File: src/rtl/lpsd_pkg.sv
// Package: shared state type and timeout code decoding for the
// long-press shutdown supervisor. Assumes a 1 ms tick time base.
package lpsd_pkg;

    typedef enum logic [1:0] {
        ST_OFF  = 2'd0,
        ST_WAIT = 2'd1,
        ST_ON   = 2'd2,
        ST_SHUT = 2'd3
    } sup_state_t;

    localparam int TMR_W = 14;

    // Enable timeout in ticks; code 01 is the 4 s default.
    function automatic logic [TMR_W-1:0] enable_limit(input logic [1:0] code);
        case (code)
            2'b00:   return TMR_W'(0);
            2'b01:   return TMR_W'(4000);
            2'b10:   return TMR_W'(2000);
            default: return TMR_W'(8000);
        endcase
    endfunction

    // Host response timeout in ticks; code 01 is the 500 ms default.
    function automatic logic [TMR_W-1:0] response_limit(input logic [1:0] code);
        case (code)
            2'b00:   return TMR_W'(100);
            2'b01:   return TMR_W'(500);
            2'b10:   return TMR_W'(1000);
            default: return TMR_W'(2000);
        endcase
    endfunction

endpackage

File: src/rtl/lpsd_timeout_sel.sv
// Decodes the two timeout select codes into tick limits.
// Assumes the codes are static or change only between presses.
module lpsd_timeout_sel
    import lpsd_pkg::*;
(
    input  logic [1:0]       t8_sel,
    input  logic [1:0]       t9_sel,
    output logic [TMR_W-1:0] lim_press,
    output logic [TMR_W-1:0] lim_resp
);

    // Purpose: map each code to its tick count.
    always_comb begin
        lim_press = enable_limit(t8_sel);
        lim_resp  = response_limit(t9_sel);
    end

endmodule

File: src/rtl/lpsd_press_mon.sv
// Long-press monitor: counts ticks while the enable line is low, raises a
// pending flag at the enable limit, then counts the host response window.
// A read strobe clears the flag and both counts. Assumes 'active' is low
// whenever the supervisor is off or shutting down; that clears all state.
module lpsd_press_mon
    import lpsd_pkg::*;
(
    input  logic             clk,
    input  logic             rst_n,
    input  logic             active,
    input  logic             en_lvl,
    input  logic             tick,
    input  logic             ack_rd,
    input  logic [TMR_W-1:0] lim_press,
    input  logic [TMR_W-1:0] lim_resp,
    output logic             pend,
    output logic             expire
);

    logic [TMR_W-1:0] press_cnt;
    logic [TMR_W-1:0] resp_cnt;
    logic [TMR_W-1:0] press_nxt;
    logic [TMR_W-1:0] resp_nxt;

    // Purpose: next counter values.
    always_comb begin
        press_nxt = press_cnt + 1'b1;
        resp_nxt  = resp_cnt + 1'b1;
    end

    // Purpose: response window ends on this tick unless the host reads now.
    assign expire = pend && tick && !ack_rd && (resp_nxt >= lim_resp);

    // Purpose: press counting, flag raise, acknowledgement and window counting.
    always_ff @(posedge clk) begin
        if (!rst_n) begin
            pend      <= 1'b0;
            press_cnt <= '0;
            resp_cnt  <= '0;
        end else if (!active) begin
            pend      <= 1'b0;
            press_cnt <= '0;
            resp_cnt  <= '0;
        end else if (pend) begin
            if (ack_rd) begin
                pend      <= 1'b0;
                press_cnt <= '0;
                resp_cnt  <= '0;
            end else if (tick && !expire) begin
                resp_cnt <= resp_nxt;
            end
        end else if (en_lvl) begin
            press_cnt <= '0;
        end else if (tick) begin
            if (press_nxt >= lim_press) begin
                pend      <= 1'b1;
                press_cnt <= '0;
                resp_cnt  <= '0;
            end else begin
                press_cnt <= press_nxt;
            end
        end
    end

endmodule

File: src/rtl/lpsd_seq_fsm.sv
// Supervisor sequencer: off -> start-up wait -> on, and a one-cycle
// shutdown state that asserts reset before the channels drop.
// Assumes the enable line is synchronous to clk.
module lpsd_seq_fsm
    import lpsd_pkg::*;
#(
    parameter int STARTUP_MS = 100
) (
    input  logic       clk,
    input  logic       rst_n,
    input  logic       en_lvl,
    input  logic       hold,
    input  logic       lpm,
    input  logic       tick,
    input  logic       expire,
    output sup_state_t state
);

    localparam int WCW = $clog2(STARTUP_MS + 1);
    localparam logic [WCW-1:0] WAIT_LIM = WCW'(STARTUP_MS);

    logic           en_q;
    logic           en_rise;
    logic [WCW-1:0] wait_cnt;
    logic [WCW-1:0] wait_nxt;

    // Purpose: rising edge of the enable line and start-up count increment.
    always_comb begin
        en_rise  = en_lvl && !en_q;
        wait_nxt = wait_cnt + 1'b1;
    end

    // Purpose: remember the enable level; reset high so a level is no edge.
    always_ff @(posedge clk) begin
        if (!rst_n) en_q <= 1'b1;
        else        en_q <= en_lvl;
    end

    // Purpose: state transitions and the start-up wait timer.
    always_ff @(posedge clk) begin
        if (!rst_n) begin
            state    <= ST_OFF;
            wait_cnt <= '0;
        end else begin
            case (state)
                ST_OFF: begin
                    wait_cnt <= '0;
                    if (en_rise) state <= ST_WAIT;
                end
                ST_WAIT: begin
                    if (expire) begin
                        state <= ST_SHUT;
                    end else if (hold) begin
                        state <= ST_ON;
                    end else if (tick) begin
                        if (wait_nxt >= WAIT_LIM) state <= ST_SHUT;
                        else                      wait_cnt <= wait_nxt;
                    end
                end
                ST_ON: begin
                    if (expire || (!hold && !lpm)) state <= ST_SHUT;
                end
                default: state <= ST_OFF;
            endcase
        end
    end

endmodule

File: src/rtl/lpsd_chan_drv.sv
// Output stage: decodes the registered state into reset output, channel
// enables and per-channel discharge. Assumes state is a register.
module lpsd_chan_drv
    import lpsd_pkg::*;
#(
    parameter int NCH = 4
) (
    input  sup_state_t     state,
    input  logic [NCH-1:0] dis_cfg,
    output logic           rst_out_n,
    output logic [NCH-1:0] ch_en,
    output logic [NCH-1:0] ch_dis
);

    logic powered;

    // Purpose: reset released only in start-up wait and on.
    assign rst_out_n = (state == ST_WAIT) || (state == ST_ON);
    // Purpose: channels stay up through the shutdown state.
    assign powered   = (state != ST_OFF);

    for (genvar i = 0; i < NCH; i++) begin : g_chan
        // Purpose: channel enable and its discharge, mutually exclusive.
        assign ch_en[i]  = powered;
        assign ch_dis[i] = !powered && dis_cfg[i];
    end

endmodule

File: src/rtl/lp_shutdown_ctrl.sv
// Top: long-press enable shutdown supervisor. Combines timeout decode,
// the long-press monitor, the sequencer and the channel output stage.
// Assumes all inputs are synchronous to clk and tick_ms is a 1-cycle pulse.
module lp_shutdown_ctrl
    import lpsd_pkg::*;
#(
    parameter int NCH        = 4,
    parameter int STARTUP_MS = 100,
    parameter int STAT_W     = 8,
    parameter int STAT_BIT   = 5
) (
    input  logic              clk,
    input  logic              rst_n,
    input  logic              pwr_en,
    input  logic              hold_in,
    input  logic              lpm_in,
    input  logic              tick_ms,
    input  logic              stat_rd,
    input  logic [1:0]        t8_sel,
    input  logic [1:0]        t9_sel,
    input  logic [NCH-1:0]    dis_cfg,
    output logic              irq_n,
    output logic [STAT_W-1:0] stat_word,
    output logic              rst_out_n,
    output logic [NCH-1:0]    ch_en,
    output logic [NCH-1:0]    ch_dis
);

    sup_state_t       state;
    logic [TMR_W-1:0] lim_press;
    logic [TMR_W-1:0] lim_resp;
    logic             mon_active;
    logic             pend;
    logic             expire;

    // Purpose: monitor runs only while the supply is up and not shutting down.
    assign mon_active = (state == ST_WAIT) || (state == ST_ON);

    lpsd_timeout_sel u_sel (
        .t8_sel    (t8_sel),
        .t9_sel    (t9_sel),
        .lim_press (lim_press),
        .lim_resp  (lim_resp)
    );

    lpsd_press_mon u_mon (
        .clk       (clk),
        .rst_n     (rst_n),
        .active    (mon_active),
        .en_lvl    (pwr_en),
        .tick      (tick_ms),
        .ack_rd    (stat_rd),
        .lim_press (lim_press),
        .lim_resp  (lim_resp),
        .pend      (pend),
        .expire    (expire)
    );

    lpsd_seq_fsm #(.STARTUP_MS(STARTUP_MS)) u_fsm (
        .clk    (clk),
        .rst_n  (rst_n),
        .en_lvl (pwr_en),
        .hold   (hold_in),
        .lpm    (lpm_in),
        .tick   (tick_ms),
        .expire (expire),
        .state  (state)
    );

    lpsd_chan_drv #(.NCH(NCH)) u_drv (
        .state     (state),
        .dis_cfg   (dis_cfg),
        .rst_out_n (rst_out_n),
        .ch_en     (ch_en),
        .ch_dis    (ch_dis)
    );

    // Purpose: interrupt pin and status word carry the pending flag.
    assign irq_n = !pend;
    always_comb begin
        stat_word           = '0;
        stat_word[STAT_BIT] = pend;
    end

endmodule

File: config.mk
export PLATFORM = sky130hd
export DESIGN_NAME = lp_shutdown_ctrl
export DESIGN_NICKNAME = d
export VERILOG_FILES = /design/src/rtl/lpsd_pkg.sv /design/src/rtl/lpsd_timeout_sel.sv /design/src/rtl/lpsd_press_mon.sv /design/src/rtl/lpsd_seq_fsm.sv /design/src/rtl/lpsd_chan_drv.sv /design/src/rtl/lp_shutdown_ctrl.sv
export SDC_FILE = /design/constraint.sdc
export NUM_CORES = 1
export LEC_CHECK = 0
export ABC_AREA = 1
export BUFFER_PORTS_ARGS = -buffer_cell sky130_fd_sc_hd__buf_4
export CAP_MARGIN = 20
export CELL_PAD_IN_SITES_DETAIL_PLACEMENT = 0
export CELL_PAD_IN_SITES_GLOBAL_PLACEMENT = 1
export CORE_MARGIN = 10
export CORE_UTILIZATION = 38
export CTS_BUF_LIST = sky130_fd_sc_hd__clkbuf_4 sky130_fd_sc_hd__clkbuf_8 sky130_fd_sc_hd__clkbuf_16
export DETAILED_ROUTE_END_ITERATION = 10
export PLACE_DENSITY = 0.85
export SYNTH_ARGS = -nofsm -noshare
export SYNTH_HDL_FRONTEND = slang
export SYNTH_SLANG_ARGS = --single-unit
File: constraint.sdc
create_clock -name clk -period 2.65 [get_ports clk]
set_input_delay 0.53 -clock clk [delete_from_list [all_inputs] [get_ports clk]]
set_output_delay 0.53 -clock clk [all_outputs]
set_load 0.1 [all_outputs]
==> Yosys cells after proc, flatten, opt, wreduce, memory -nomap -nowiden <==
Cells that the tools add are included.
{ "op_classes": {"n_reduce_logical": 32, "order_cmp": 3, "n_mux": 30, "n_addsub": 3, "eq_ne": 17} }
{ "op_table": {"columns": ["operator", "n"], "rows": [
  ["$mux W14", 11],
  ["$pmux W13 S3", 1],
  ["$pmux W11 S3", 1],
  ["$add A14 B1 Y14 const B", 2],
  ["$mux W7", 4],
  ["$ge A14 B11 Y1", 1],
  ["$ge A14 B13 Y1", 1],
  ["$pmux W7 S2", 1],
  ["$mux W2", 6],
  ["$logic_and A1 B1 Y1", 10],
  ["$ne A2 B2 Y1 const B", 5],
  ["$reduce_and A4 Y1", 2],
  ["$reduce_bool A2 Y1", 4],
  ["$add A7 B1 Y7 const B", 1],
  ["$ge A7 B7 Y1 const B", 1],
  ["$logic_not A1 Y1", 7],
  ["$eq A2 B1 Y1 const B", 3],
  ["$eq A2 B2 Y1 const B", 3],
  ["$logic_not A2 Y1", 3],
  ["$ne A2 B1 Y1 const B", 3],
  ["$pmux W2 S3", 1],
  ["$mux W1", 5],
  ["$reduce_and A5 Y1", 1],
  ["$ne A4 B2 Y1 const B", 1],
  ["other kinds (5)", 7]
]} }
{ "word_totals": {"out_inout_bits": 18, "input_bits": 15, "ff_bits": 39} }

==> Longest topological paths before layout <==
Gate-level depths: netlist of run 1.
{ "depth": {"depth_word": 9, "depth_mapped": 24, "ltp_nobuf": 24} }

==> By module <==
A second synthesis of run 1 with hierarchy kept.
{ "hier_totals": {"hier_cells": 581, "area_unflattened_um2": 3734.8} }
{ "modules_own_cells": {"columns": ["mod", "area_each_um2", "cells_per_inst", "n_inst"], "rows": [
  ["lpsd_press_mon", 2647.5, 414, 1],
  ["lpsd_seq_fsm", 694.4, 100, 1],
  ["lpsd_timeout_sel", 222.7, 36, 1],
  ["lp_shutdown_ctrl", 86.3, 15, 1],
  ["lpsd_chan_drv", 83.8, 16, 1]
]} }

==> Least setup slack after synthesis of run 1 <==
No wires, ideal clock.
{ "synth_path": {"kind": "register to register", "start": "reg u_mon.press_cnt[1]", "end": "reg u_mon.resp_cnt[4]", "arrival_ns": 2.545, "slack_ns": -0.008, "period_less_slack_ns": 2.658, "n_path_buf": 1, "t_required_ns": 2.537, "stages_incl_launch_ff": 23, "path_cell_list": "dfxtp_1 -> ha_1 -> nand2_1 -> nor2_1 -> nand3_1 -> nor2_1 -> a21oi_1 -> or2_2 -> inv_1 -> ha_1 -> nand2_1 -> nor2_1 -> a211oi_1 -> nand2_1 -> nand2_1 -> nand2_1 -> nand2_1 -> nand2_2 -> nand2_4 -> nand2_4 -> buf_6 -> nor2_1 -> nor2_1"} }
{ "synth_via": {"elab_chain_cells": 4} }
{ "synth_rtl": {"columns": ["element", "line_no", "source"], "rows": [
  ["start: declaration", "lpsd_press_mon.sv:20", "logic [TMR_W-1:0] press_cnt;"],
  ["start signal: assignment", "lpsd_press_mon.sv:60", "press_cnt <= press_nxt;"],
  ["$add A14 B1 Y14", "lpsd_press_mon.sv:27", "press_nxt = press_cnt + 1'b1;"],
  ["$ge A14 B13 Y1", "lpsd_press_mon.sv:55", "if (press_nxt >= lim_press) begin"],
  ["$reduce_bool A2 Y1 (no line)", null, null],
  ["$reduce_and A4 Y1 (no line)", null, null],
  ["end signal: assignment", "lpsd_press_mon.sv:50", "resp_cnt <= resp_nxt;"],
  ["end: declaration", "lpsd_press_mon.sv:21", "logic [TMR_W-1:0] resp_cnt;"]
]} }
Every way passes these cells.
A chain may end at the register's enable or synchronous reset.

==> Final worst setup path of run 1 <==
{ "layout_path": {"start": "reg u_mon.press_cnt[0]", "end": "reg u_mon.press_cnt[11]"} }
{ "layout_via": {"elab_chain_cells": 6} }
{ "layout_rtl": {"columns": ["element", "line_no", "source"], "rows": [
  ["$add A14 B1 Y14 (*)", "lpsd_press_mon.sv:27", null],
  ["$ge A14 B13 Y1", "lpsd_press_mon.sv:55", null],
  ["$mux W14 (*)", "lpsd_press_mon.sv:55", null],
  ["$mux W14 (*)", "lpsd_press_mon.sv:54", "end else if (tick) begin"],
  ["$mux W14 (*)", "lpsd_press_mon.sv:52", "end else if (en_lvl) begin"],
  ["$mux W14 (*)", "lpsd_press_mon.sv:44", "end else if (pend) begin"]
]} }
Mark *: on every way between the ends. The rest lies on a longest branch, timed or not. The select of a mux whose other input is x is not followed.

==> summary.txt, run 1 <==
largest cells by area after synthesis -> dfxtp_1 26%, nand2_1 15%, ha_1 12%
Setup TNS Final -> -1410 ps
GR Overflow Total -> 0
Switching Power -> 0.00101 W
TritonRoute pass-1 iters -> 4
routability cong. -> 0.818
CTS max path bufs -> 2
R2R Path End -> u_mon.press_cnt[11]
layout cells sized above 1 -> 32.5%
DP HPWL -> 5190 um
count leader, synth -> nand2_1
dominant synthesized flop cell -> dfxtp_1
Post-Syn Area -> 3050 sq um
largest area contributor in the netlist -> dfxtp_1
VDD IR max -> 0.462 mV
final antenna diode count -> 0
CP Launch Point -> u_mon.press_cnt[0]
Vias -> 2845
Final Slew Violations -> 0
FF-to-FF path depth -> 22
TritonCTS Buffers -> 5
sequential-to-total area share from yosys stat -> 25.6%
fin worst setup slack -> -107 ps
largest net degree at the start of global routing -> 18
CP startpoint kind -> register
Flop pwr share -> 30.4%
Nets -> 557
RSZ-0062 raised after global routing -> yes
clock share of power -> 20.3%
initial antenna violation count -> 0
final setup fails -> 25
post-synth cell types -> 35
wire per inst -> 11.5 um
Die H -> 110 um
Post-synth EDFFs -> 0
# rows -> 32
maxcap violations -> 0
outcome -> finished, violations left
Async SR Flop Fraction -> 0%
htree depth -> 2
Setup Skew -> 5.80 ps
PD cells -> 502 nW/um^2
syn avg cell area -> 6.70 sq um
fmax -> 363 MHz
Net Sw Frac -> 49.6%
Layout area overhead -> 32.7%
Initial Util -> 39.2%
CTS tree -> done
worst hold margin -> 441 ps
fin crit period -> 2760 ps
worst skew pair latency -> 280 ps
core region area -> 7770 sq um
Fin. Hold Viols -> 0
Gate power share -> 49.3%
DRC violations left -> 0
Mapped Cells -> 455
critical setup path kind -> reg2reg
CP endpoint kind -> register
Total GRT Usage -> 11.5%
most instantiated cells after synthesis -> 118 x nand2_1, 60 x inv_1, 56 x nor2_1, 39 x dfxtp_1
Critical Path AT -> 2970 ps
CTS root buf -> clkbuf_8
Worst slew margin -> 60.2%
Critical Path Sink -> u_mon.press_cnt[11]
hold_sp -> pwr_en
clock sinks -> 39
first-pass GRT wire length -> 11500 um
Slew @ Worst Pin -> 589 ps
Reg clk slew, reported paths -> 80 ps
WP data required -> 2860 ps
violated checks -> setup timing
Final period util -> 104%
DRT antenna net count -> 0
Die Span X -> 110 um
Final Util -> 52.1%
DR vias/cell -> 4.62
Int Power -> 0.00102 W
Ys Warns -> 0
vias in the first global route -> 2651
initial DRC count -> 101
count of input and output buffers -> 25
DIE AREA -> 12000 sq um
Tightest Hold Check Type -> in2reg
R2R Setup Slk -> -110 ps
Post-Route WL -> 7100 um
worst r2r src -> u_mon.press_cnt[0]
critical-path maximum fanout -> 6
Leakage -> 1.87 nW
#FFs+latches synth -> 39
I/O pin total -> 33
Synth top area share -> 25.6%
## layout make-up
type | instances | area [sq um]
fillers | 777 | 3720
flip-flops and latches | 39 | 800
clock buffers | 7 | 83.8
clock inverters | 1 | 5.00
multi-input cells | 342 | 2260
inverters | 62 | 240
repair buffers | 63 | 529
well taps | 102 | 128
## per-stage QoR
| step | std cells | setup WS [ps] | total power, W | area, sq um |
|---|---|---|---|---|
| final | 616 | -107 | 0.00203 | 4050 |
| after global routing | 616 | -323 | 0.00213 | 4050 |
| after CTS | 610 | -33.1 | 0.00203 | 3740 |
| after detailed placement | 596 | -190 | 0.00159 | 3480 |
| after global placement | 596 | -193 | 0.00159 | 3480 |
| after floorplan | 461 | 25.2 | 0.00144 | 3070 |
## registers in the layout, indices dropped and copies added (netlist names)
register and flops:
u_fsm.en_q 1, u_fsm.state 2, u_fsm.wait_cnt 7, u_mon.pend 1, u_mon.press_cnt 14, u_mon.resp_cnt 14
## critical path, cell delays in order, from the launching register on
cell and delay [ps]:
dfxtp_4 380, inv_4 40, nor2_4 120, nand3_2 90, nor2_2 110, inv_2 60, nor2_4 140, nand3_4 140
xnor2_4 210, ha_4 230, nand2_2 80, nor2_2 40, a211oi_2 160, nand2_1 80, nand2_1 50, nand2_1 70
nand2_2 110, nand3_4 100, inv_4 80, buf_6 90, buf_12 110, nand2_1 50, a21oi_1 130
## worst min path at each step
stage | slack (ps) | end | cells past startpoint
final | 440 | u_fsm.en_q | 3
after global routing | 450 | u_fsm.en_q | 3
after CTS | 430 | u_fsm.en_q | 3
after detailed placement | 460 | u_mon.press_cnt[13] | 2
after global placement | 450 | u_mon.press_cnt[13] | 2
after floorplan | 440 | u_mon.press_cnt[13] | 2
## kinds of logic after synthesis
family / share of synthesized area, %
simple gates: 36.7
buf+inv: 11.7
compound gates: 7.64
flops: 25.6
fa+ha+maj: 11.9
xor+xnor: 6.32
other cells: 0.123
## layout by cell type (no fill, tap or decap), types with 7 or more instances in the layout
master,Yosys,layout
a21oi_1,29,20
dfxtp_1,39,32
inv_1,60,55
nor2_1,56,46
ha_1,29,25
nand2_1,118,100
nor2_4,4,11
xor2_1,12,10
nor2_2,6,9
nand2_2,7,21
a21oi_2,1,10
buf_4,13,57
conb_1,1,7
nand3_1,27,24
## power groups by stage
stage               Clock (W)  Sequential (W)  Combinational, W
floorplan                   0        0.000626          0.000818
global placement            0        0.000628          0.000959
detailed placement          0        0.000630          0.000962
CTS                  0.000427        0.000618          0.000980
global route         0.000447        0.000619           0.00107
finish               0.000412        0.000617           0.00100
## routing by layer
layer / wire length (um) / global-route usage (%) / vias up
met3: 217 / 2.28 / 6
met1: 3300 / 14.6 / 1282
li1: - / - / 1522
met4: 80 / 4.74 / 0
met2: 3510 / 18.7 / 35
met5: 0 / 0 / -
## timing repair
action | CTS | global route
endpoints found under the setup margin | 29 | 37
setup buffers | 5 | 6
gates resized for setup | 24 | 71
cloned | 1 | 0
hold buffers | 0 | 0
pin swaps | 3 | 13
(Power assumes the default switching activity.)
==> run 2: changes to the inputs <==
- ABC_CLOCK_PERIOD_IN_PS: default -> 2650
- CORE_ASPECT_RATIO: default -> 0.7
- TNS_END_PERCENT: default -> 30
==> run 2 against run 1 <==
Effect of this change:
- the flow still finishes with violations (setup timing)
- first-iteration DRC count grew 48%
- sequential power is essentially flat
- total power is 11% higher
- critical endpoint is now u_mon.resp_cnt[0]
- combinational power about the same
- worst setup slack worse by 27 ps
- routed wire length grew 10%
- core utilization up 0.52 points
==> summary.txt, run 2 (synthesis gave the netlist of run 1 again) <==
fin crit period -> 2780 ps
final setup fails -> 26
Die Span X -> 127 um
maxcap violations -> 0
DR vias/cell -> 4.70
critical-path maximum fanout -> 8
Fin. Hold Viols -> 0
Worst slew margin -> 62.2%
outcome -> finished, violations left
hold path depth -> 2
layout cells sized above 1 -> 31.9%
worst skew pair latency -> 280 ps
fin worst setup slack -> -134 ps
first-pass GRT wire length -> 12800 um
DIE AREA -> 12100 sq um
final instance area -> 4120 sq um
Fillers -> 755
most frequent cells in the layout -> 107 x nand2_1, 68 x buf_4, 57 x inv_1
Setup Skew -> 3.01 ps
Layout area overhead -> 35.3%
Slew @ Worst Pin -> 559 ps
M3 GR Usage -> 2.24%
Nets -> 567
met2 Usage GRT -> 20.1%
WP data required -> 2820 ps
GR peak layer -> met2
I/O pin total -> 33
Final Slew Violations -> 0
critical setup path kind -> reg2reg
fmax -> 359 MHz
Die H -> 94.9 um
Place WS -> -382 ps
Tightest Hold Check Type -> in2reg
Vias -> 2938
# rows -> 27
Total GRT Usage -> 12.6%
DRC violations left -> 0
GR Overflow Total -> 0
Final Util -> 52.6%
Tot Pwr -> 0.00226 W
DP Cell Count -> 605
Leakage -> 1.94 nW
final antenna diode count -> 0
count of input and output buffers -> 25
non-filler cells, final -> 625
Critical Path AT -> 2950 ps
TritonRoute pass-1 iters -> 6
clock sinks -> 39
initial DRC count -> 149
most common cell after layout, fill and taps aside -> nand2_1
TritonCTS Buffers -> 5
htree depth -> 2
CTS Hold Bufs -> 0
Final period util -> 105%
CTS max path bufs -> 2
initial antenna violation count -> 0
CTS root buf -> clkbuf_16
Post-Route WL -> 7850 um
PD cells -> 549 nW/um^2
violated checks -> setup timing
CTS tree -> done
DP Area -> 3550 sq um
DRT antenna net count -> 0
wire per inst -> 12.6 um
met1 Track Usage GR -> 17.2%
core region area -> 7840 sq um
VDD IR max -> 0.591 mV
largest net degree at the start of global routing -> 17
RSZ-0062 raised after global routing -> yes
FF-to-FF path depth -> 21
CP startpoint kind -> register
Initial Util -> 38.9%
DP HPWL -> 5800 um
CP endpoint kind -> register
vias in the first global route -> 2768
routability cong. -> 0.873
top flop regs -> u_mon.press_cnt (14), u_mon.resp_cnt (14), u_fsm.wait_cnt (7)
Reg clk slew, reported paths -> 60 ps
==> run 2: timing repair <==
item | in CTS | in global routing
resized for setup | 44 | 36
buffers inserted | 6 | 6
pin swaps | 15 | 28
endpoints found under the setup margin | 37 | 37
==> run 2: layout make-up <==
type	count	area, sq um	area share [%]
Sequential cell	39	795	19.3
Multi-Input combinational cell	342	2230	54.0
Inverter	62	240	5.83
Timing Repair Buffer	73	576	14.0
Tap cell	101	126	3.07
Clock buffer	8	160	3.88
==> run 2: where the power goes <==
group	total, W	leakage [nW]	internal, W	switching (W)
logic	0.00100	1.54	0.000212	0.000788
registers	0.000616	0.319	0.000601	0.0000149
clock network	0.000647	0.0806	0.000411	0.000235
==> run 2: per-stage QoR <==
step	hold slack [ps]	TNS, ps
2_1_floorplan	437	0
3_3_place_gp	445	-7220
3_5_place_dp	455	-8320
4_1_cts	460	-821
5_1_grt	460	-7200
6_report	464	-2120
==> run 2: path summary, 6_finish.rpt <==
check	from	to	slack [ps]
worst max-delay path	u_mon.press_cnt[1]	u_mon.resp_cnt[0]	-130
worst min-delay path	rst_n	u_fsm.en_q	460
worst max register to register	u_mon.press_cnt[1]	u_mon.resp_cnt[0]	-130
worst min register to register	u_mon.press_cnt[6]	u_mon.press_cnt[6]	470
==> run 2: worst max-delay path: stages (launching register included) <==
cell and delay (ps):
dfxtp_4 380, ha_4 160, nand2_4 60, nor2_4 150, nand3_4 110, buf_4 150
xor2_1 160, ha_1 350, nand2_4 60, nor2_2 90, nand3_1 70, o22ai_1 130
nand2_1 70, nand2_1 50, nand2_1 40, nand2_1 60, nand2_2 60, nand2_2 70
nand2_4 80, buf_6 150, a21oi_1 170, nor2_1 60
==> run 2: per-layer routing <==
metal | vias to the layer above | part of all wire [%]
li1 | 1546 | -
met1 | 1354 | 51
met2 | 34 | 45
met3 | 4 | 3.2
met4 | 0 | 0.70
met5 | - | 0
